**src/rtl/ivf_pkg.sv**
```systemverilog
package ivf_pkg;

  typedef enum logic [1:0] {
    ST_IDLE    = 2'd0,
    ST_READ_HI = 2'd1,
    ST_READ_LO = 2'd2,
    ST_DONE    = 2'd3
  } fetchState_e;

  typedef struct packed {
    logic loadReq;
    logic issueHi;
    logic issueLo;
    logic captureHi;
    logic finish;
  } ctrlStrobe_t;

endpackage

```
**src/rtl/ivf_prio_enc.sv**
```systemverilog
module ivf_prio_enc #(
  parameter int SRC_N = 16,
  localparam int RANK_W = $clog2(SRC_N)
) (
  input  logic [SRC_N-1:0]  pendFlags,
  input  logic [SRC_N-1:0]  enFlags,
  output logic [RANK_W-1:0] winRank,
  output logic              anyValid
);

  logic [SRC_N-1:0] qualify;

  for (genvar g = 0; g < SRC_N; g++) begin : g_qual
    if (g == SRC_N - 1) begin : g_trap
      assign qualify[g] = pendFlags[g];
    end else begin : g_mask
      assign qualify[g] = pendFlags[g] & enFlags[g];
    end
  end

  always_comb begin
    winRank  = '0;
    anyValid = 1'b0;
    for (int i = 0; i < SRC_N; i++) begin
      if (qualify[i]) begin
        winRank  = RANK_W'(i);
        anyValid = 1'b1;
      end
    end
  end

endmodule

```
**src/rtl/ivf_ctrl.sv**
```systemverilog
module ivf_ctrl
  import ivf_pkg::*;
(
  input  logic        clk,
  input  logic        rstN,
  input  logic        reqValid,
  output logic        busy,
  output ctrlStrobe_t strobe
);

  fetchState_e state, stateNext;

  always_comb begin
    stateNext = state;
    case (state)
      ST_IDLE:    if (reqValid) stateNext = ST_READ_HI;
      ST_READ_HI: stateNext = ST_READ_LO;
      ST_READ_LO: stateNext = ST_DONE;
      ST_DONE:    stateNext = ST_IDLE;
      default:    stateNext = ST_IDLE;
    endcase
  end

  always_ff @(posedge clk or negedge rstN) begin
    if (!rstN) state <= ST_IDLE;
    else       state <= stateNext;
  end

  always_comb begin
    strobe.loadReq   = (state == ST_IDLE) && reqValid;
    strobe.issueHi   = (state == ST_READ_HI);
    strobe.issueLo   = (state == ST_READ_LO);
    strobe.captureHi = (state == ST_READ_LO);
    strobe.finish    = (state == ST_DONE);
  end

  assign busy = (state != ST_IDLE);

endmodule

```
**src/rtl/ivf_datapath.sv**
```systemverilog
module ivf_datapath
  import ivf_pkg::*;
#(
  parameter int ADDR_W = 15,
  parameter int SRC_N  = 16,
  parameter int DATA_W = 8,
  localparam int PAGE_W = ADDR_W - 8,
  localparam int RANK_W = $clog2(SRC_N),
  localparam int ONES_W = 8 - RANK_W - 1
) (
  input  logic              clk,
  input  logic              rstN,
  input  ctrlStrobe_t       strobe,
  input  logic [ADDR_W-1:0] instrAddr,
  input  logic [SRC_N-1:0]  pendFlags,
  input  logic [SRC_N-1:0]  enFlags,
  input  logic [DATA_W-1:0] memRdData,
  output logic              memRdEn,
  output logic [ADDR_W-1:0] memAddr,
  output logic [ADDR_W-1:0] jumpTarget,
  output logic              doneStrobe,
  output logic              noSource
);

  logic [RANK_W-1:0] winRank;
  logic              anyValid;
  logic [PAGE_W-1:0] pageCalc;
  logic [PAGE_W-1:0] pageReg;
  logic [RANK_W-1:0] rankReg;
  logic              noneReg;
  logic [DATA_W-2:0] hiReg;

  ivf_prio_enc #(.SRC_N(SRC_N)) u_prio (
    .pendFlags (pendFlags),
    .enFlags   (enFlags),
    .winRank   (winRank),
    .anyValid  (anyValid)
  );

  always_comb begin
    pageCalc = instrAddr[ADDR_W-1:8];
    if (instrAddr[7:0] == 8'hFF) pageCalc = pageCalc + PAGE_W'(1);
  end

  always_ff @(posedge clk or negedge rstN) begin
    if (!rstN) begin
      pageReg <= '0;
      rankReg <= '0;
      noneReg <= 1'b0;
    end else if (strobe.loadReq) begin
      pageReg <= pageCalc;
      rankReg <= winRank;
      noneReg <= ~anyValid;
    end
  end

  always_ff @(posedge clk or negedge rstN) begin
    if (!rstN)                 hiReg <= '0;
    else if (strobe.captureHi) hiReg <= memRdData[DATA_W-2:0];
  end

  assign memRdEn    = strobe.issueHi | strobe.issueLo;
  assign memAddr    = {pageReg, {ONES_W{1'b1}}, rankReg, strobe.issueLo};
  assign jumpTarget = {hiReg, memRdData};
  assign doneStrobe = strobe.finish;
  assign noSource   = strobe.finish & noneReg;

endmodule

```
**src/rtl/irq_vector_fetch.sv**
```systemverilog
module irq_vector_fetch
  import ivf_pkg::*;
#(
  parameter int ADDR_W = 15,
  parameter int SRC_N  = 16,
  parameter int DATA_W = 8
) (
  input  logic              clk,
  input  logic              rstN,
  input  logic              reqValid,
  input  logic [ADDR_W-1:0] instrAddr,
  input  logic [SRC_N-1:0]  pendFlags,
  input  logic [SRC_N-1:0]  enFlags,
  output logic              busy,
  output logic              memRdEn,
  output logic [ADDR_W-1:0] memAddr,
  input  logic [DATA_W-1:0] memRdData,
  output logic              doneStrobe,
  output logic [ADDR_W-1:0] jumpTarget,
  output logic              noSource
);

  ctrlStrobe_t strobe;

  ivf_ctrl u_ctrl (
    .clk      (clk),
    .rstN     (rstN),
    .reqValid (reqValid),
    .busy     (busy),
    .strobe   (strobe)
  );

  ivf_datapath #(.ADDR_W(ADDR_W), .SRC_N(SRC_N), .DATA_W(DATA_W)) u_dp (
    .clk        (clk),
    .rstN       (rstN),
    .strobe     (strobe),
    .instrAddr  (instrAddr),
    .pendFlags  (pendFlags),
    .enFlags    (enFlags),
    .memRdData  (memRdData),
    .memRdEn    (memRdEn),
    .memAddr    (memAddr),
    .jumpTarget (jumpTarget),
    .doneStrobe (doneStrobe),
    .noSource   (noSource)
  );

endmodule

```
**config.mk**
```make
export PLATFORM = sky130hd
export DESIGN_NAME = irq_vector_fetch
export DESIGN_NICKNAME = d
export VERILOG_FILES = /design/src/rtl/ivf_pkg.sv /design/src/rtl/ivf_prio_enc.sv /design/src/rtl/ivf_ctrl.sv /design/src/rtl/ivf_datapath.sv /design/src/rtl/irq_vector_fetch.sv
export SDC_FILE = /design/constraint.sdc
export NUM_CORES = 1
export LEC_CHECK = 0
export BUFFER_PORTS_ARGS = -buffer_cell sky130_fd_sc_hd__buf_2
export CORE_MARGIN = 2
export CORE_UTILIZATION = 35
export CTS_CLUSTER_DIAMETER = 150
export DETAILED_ROUTE_END_ITERATION = 10
export GPL_TIMING_DRIVEN = 1
export PLACE_DENSITY = 0.8
export SYNTH_ARGS = -nofsm -noshare
export SYNTH_HDL_FRONTEND = slang
export SYNTH_SLANG_ARGS = --single-unit
```
**constraint.sdc**
```tcl
create_clock -name clk -period 2.9 [get_ports clk]
set_input_delay 0.87 -clock clk [delete_from_list [all_inputs] [get_ports clk]]
set_output_delay 0.87 -clock clk [all_outputs]
set_load 0.02 [all_outputs]
```
**Word-level counts from Yosys, hierarchy flattened**

Index checks and enable logic that the tools add are counted.

- Flip-flop bits (word level): 21
- Output and inout bits: 34

- Reductions and logical operators: 3
- Add/subtract/negate cells: 1
- Equal/unequal tests: 5
- Multiplexer cells: 34
- Bitwise gates (word level): 18

Operator list:

| cell | number |
|---|---|
| $mux W4 | 14 |
| $mux W1 | 17 |
| $and A1 B1 Y1 | 16 |
| $eq A8 B8 Y1 const B | 1 |
| $pmux W2 S4 | 1 |
| $add A7 B1 Y7 const B | 1 |
| $mux W7 | 1 |
| $eq A2 B2 Y1 const B | 2 |
| $eq A2 B1 Y1 const B | 1 |
| $logic_not A2 Y1 | 1 |
| $mux W2 | 1 |
| $ne A2 B2 Y1 const B | 1 |
| $reduce_bool A2 Y1 | 1 |
| $logic_and A1 B1 Y1 | 1 |
| $not A1 Y1 | 1 |
| $or A1 B1 Y1 | 1 |

**Depth between registers and ports, before layout**

- Depth after elaboration: 18
- Gate-level depth with buffers: 7
- Depth with buffers taken out: 7

**Hierarchy**

Synthesis repeated with hierarchy kept, for this count alone.

- Cells, all modules: 141
- Area total of the unflattened synthesis: 1417.6 um^2

Modules (own cells, without submodules):

| module | times used | cells each | area each (um^2) |
|---|---|---|---|
| ivf_datapath | 1 | 87 | 1018.5 |
| ivf_prio_enc | 1 | 38 | 217.7 |
| ivf_ctrl | 1 | 16 | 181.4 |

**Least setup slack after synthesis**

No wires, ideal clock.

- Kind: input to output
- From: in memRdData[0]
- To: out jumpTarget[0]
- Slack: 1026 ps
- Cell stages on the path: 1
- Path buffers: 1
- Data required time: 2030 ps
- Data arrival time: 1004 ps
- Cells stage by stage: buf_4

RTL lines:

| item | RTL line | RTL |
|---|---|---|
| start, declared | irq_vector_fetch.sv:17 | `input logic [DATA_W-1:0] memRdData,` |
| end, declared | irq_vector_fetch.sv:19 | `output logic [ADDR_W-1:0] jumpTarget,` |

No word-level cell between the ends.

**Worst setup path after layout**

- From: reg u_ctrl.state[0]
- To: out memAddr[0]

- Word-level cells in the longest chain between the ends: 1

RTL lines:

| item | RTL line | RTL |
|---|---|---|
| start, declared | ivf_ctrl.sv:11 | `fetchState_e state, stateNext;` |
| start signal, assigned | ivf_ctrl.sv:26 | `else state <= stateNext;` |
| $eq A2 B2 Y1 | ivf_ctrl.sv:32 | `strobe.issueLo = (state == ST_READ_LO);` |
| end, declared | irq_vector_fetch.sv:16 | `output logic [ADDR_W-1:0] memAddr,` |

Every way passes these cells.

==> run summary <==
Synth Area per Inst: 9.73 um2
critical path class: reg2out
Buf/Inv on CP: 2
WL/cell: 10.8 um
Seq/Total Area, Yosys: 41.2%
# DRC: 0
CTS Buffer Depth: 2
synthesized flop and latch total: 21
max cap viols: 0
TNS Setup: 0 ns
H-tree depth: 1
Post-synth EDFFs: 0
Clock Skew: 0.00616 ns
Worst Path Arrival: 1.43 ns
Tightest Hold Check Type: reg2reg
critical path, cell by cell: inv_1, ha_1, buf_2
GP Congestion: 0.798
row count: 21
final period utilization: 79.4%
DRT Pass-1 Iters: 4
core area: 0.00342 mm2
RSZ-0062 raised after global routing: no
CTS resizes: 0
CTS clk-pin slew, worst paths: 0.11 ns
Worst VDD drop: 0.453 mV
largest net degree at the start of global routing: 22
Worst Path Required: 2.03 ns
Num CTS Buffers: 3
Slew Limit Fails: 0
CTS tree: yes
fin nets: 272
ys async rst share: 100%
starting density of the core: 37.3%
via count: 1,208
PortBufs: 85
YS warnings: 0
share of post-route cells with drive strength above 1: 48.6%
Fill cells: 338
postcts setup bufs: 0
Final ANT Viol Nets: 0
CTS Hold Bufs: 0
commonest non-fill, non-tap cell in the layout: buf_2
main flop type after synthesis: dfrtp_1
Starting DRT DRC Count: 31
power per cell area: 801 mW/mm2
post-synthesis cell count: 131
drt total wl: 2750 um
synthesis-to-layout area growth: 32.2%
Die H: 64.4 um
placed insts: 250
DP HPWL: 2340 um
status: finished clean
Overall Global Routing Usage: 13.8%
Root Buffer: clkbuf_4
vias in the first global route: 1,129
PnR Total Power: 1.35 mW
fin cells: 254
CP Max Fanout: 9
post-DR vias/cell: 4.76
CP max-delay cell: dfrtp_1
Pleak: 0.864 nW
Fmax: 0.434 GHz
clk sinks: 21
IO Pins: 92
Die W: 64.4 um
post-synth cell types: 34
commonest cells after routing, fill and taps aside: buf_2 (85), dfrtp_1 (21), nand2_1 (19)
cell family with most CP delay: flip-flops
ANT cells: 0
multi-input logic area: 639 um2
die area: 0.00414 mm2
GR Overflow Total: 0
FF/Latch Area: 526 um2
startpoint types: flip-flop
final setup vio count: 0
Fin. Hold Viols: 0
post-synthesis cell area: 0.00127 mm2
Worst-Skew Late Latency: 0.30 ns
first-pass GRT wire length: 4530 um
Tmin final: 2.30 ns
initial antenna violation count: 0
crit end category: output pin
Max stage delay on crit path: 0.39 ns
cells in the mapped netlist (2+ instances only):
library cell / instances / area share, %
nand2_1: 19 / 5.6
nand3_1: 6 / 2.4
a221oi_1: 4 / 2.7
nor2_1: 5 / 1.5
inv_1: 3 / 0.88
a22oi_1: 3 / 1.8
mux2_2: 8 / 7.1
nand4_2: 2 / 2.0
dfrtp_1: 21 / 41
a21oi_1: 2 / 0.79
o21ai_0: 4 / 1.6
xor2_1: 5 / 3.4
and3_1: 3 / 1.5
ha_1: 5 / 4.9
buf_4: 12 / 7.1
o21ai_1: 5 / 2.0
and2_1: 3 / 1.5
nand4_1: 5 / 2.5
registers in the layout (all words and copies together) (netlist names):
signal,cells
u_dp.hiReg,7
u_dp.pageReg,7
u_dp.rankReg,4
u_ctrl.state,2
u_dp.noneReg,1
final cells by class:
cell class	instances	share of cell area, %
multi-input combinational	95	37.9
sequential	21	31.2
tap	46	3.41
timing repair buffer	85	25.2
clock buffer	4	1.56
inverter	3	0.668
layer usage:
layer | vias to the layer above | part of all wire (%) | track usage [%]
met5 | - | 0 | 0
met4 | 0 | 0 | 2.13
met3 | 0 | 6.6 | 4.40
met2 | 44 | 51 | 25.7
met1 | 551 | 43 | 15.5
li1 | 613 | - | -
power by group:
part           switching, mW  internal, mW  total [mW]
logic                  0.439         0.291       0.730
registers             0.0616         0.425       0.487
clock network         0.0805        0.0535       0.134
final timing paths:
check,from,endpoint,slack (ns),cells past startpoint
setup / recovery,u_ctrl.state[0],memAddr[0],0.60,3
min in group asynchronous,rstN,u_dp.pageReg[4],0.50,1
hold reg to reg,u_dp.pageReg[0],u_dp.pageReg[0],0.49,2
setup reg to reg,u_ctrl.state[0],u_dp.noneReg,1.23,7
max in group asynchronous,rstN,u_dp.hiReg[6],2.08,1
hold / removal,u_dp.pageReg[0],u_dp.pageReg[0],0.49,2
worst register-to-register path, stage by stage, from the launching register on:
cell and delay [ns]:
dfrtp_1 0.39, inv_1 0.12, ha_1 0.22, nand2_2 0.22
nor2_2 0.17, nand4_1 0.14, nor2_1 0.18, a41o_1 0.18
metrics by stage:
step	setup slack, ns	area [um2]	hold WS [ns]	utilization [%]
floorplan	1.03	1280	0.527	-
global placement	0.909	1660	0.464	48.6
detailed placement	0.905	1660	0.473	48.6
CTS	0.558	1690	0.500	49.3
global route	0.417	1690	0.520	49.3
finish	0.598	1690	0.493	49.3
cell families (layout without fill, tap and decap cells):
kind of cell,after synthesis,count (layout),share of synthesized area (%)
buffers and inverters,17,92,9.22
XOR/XNOR,6,6,4.12
AO/OA/AOI/OAI,25,25,13.3
other,1,3,0.294
multiplexers,9,9,7.85
adder cells (fa/ha/maj),5,5,4.91
flip-flops,21,21,41.2
AND/OR/NAND/NOR,47,47,19.0
Note: power is estimated with default switching activity, not from simulation.
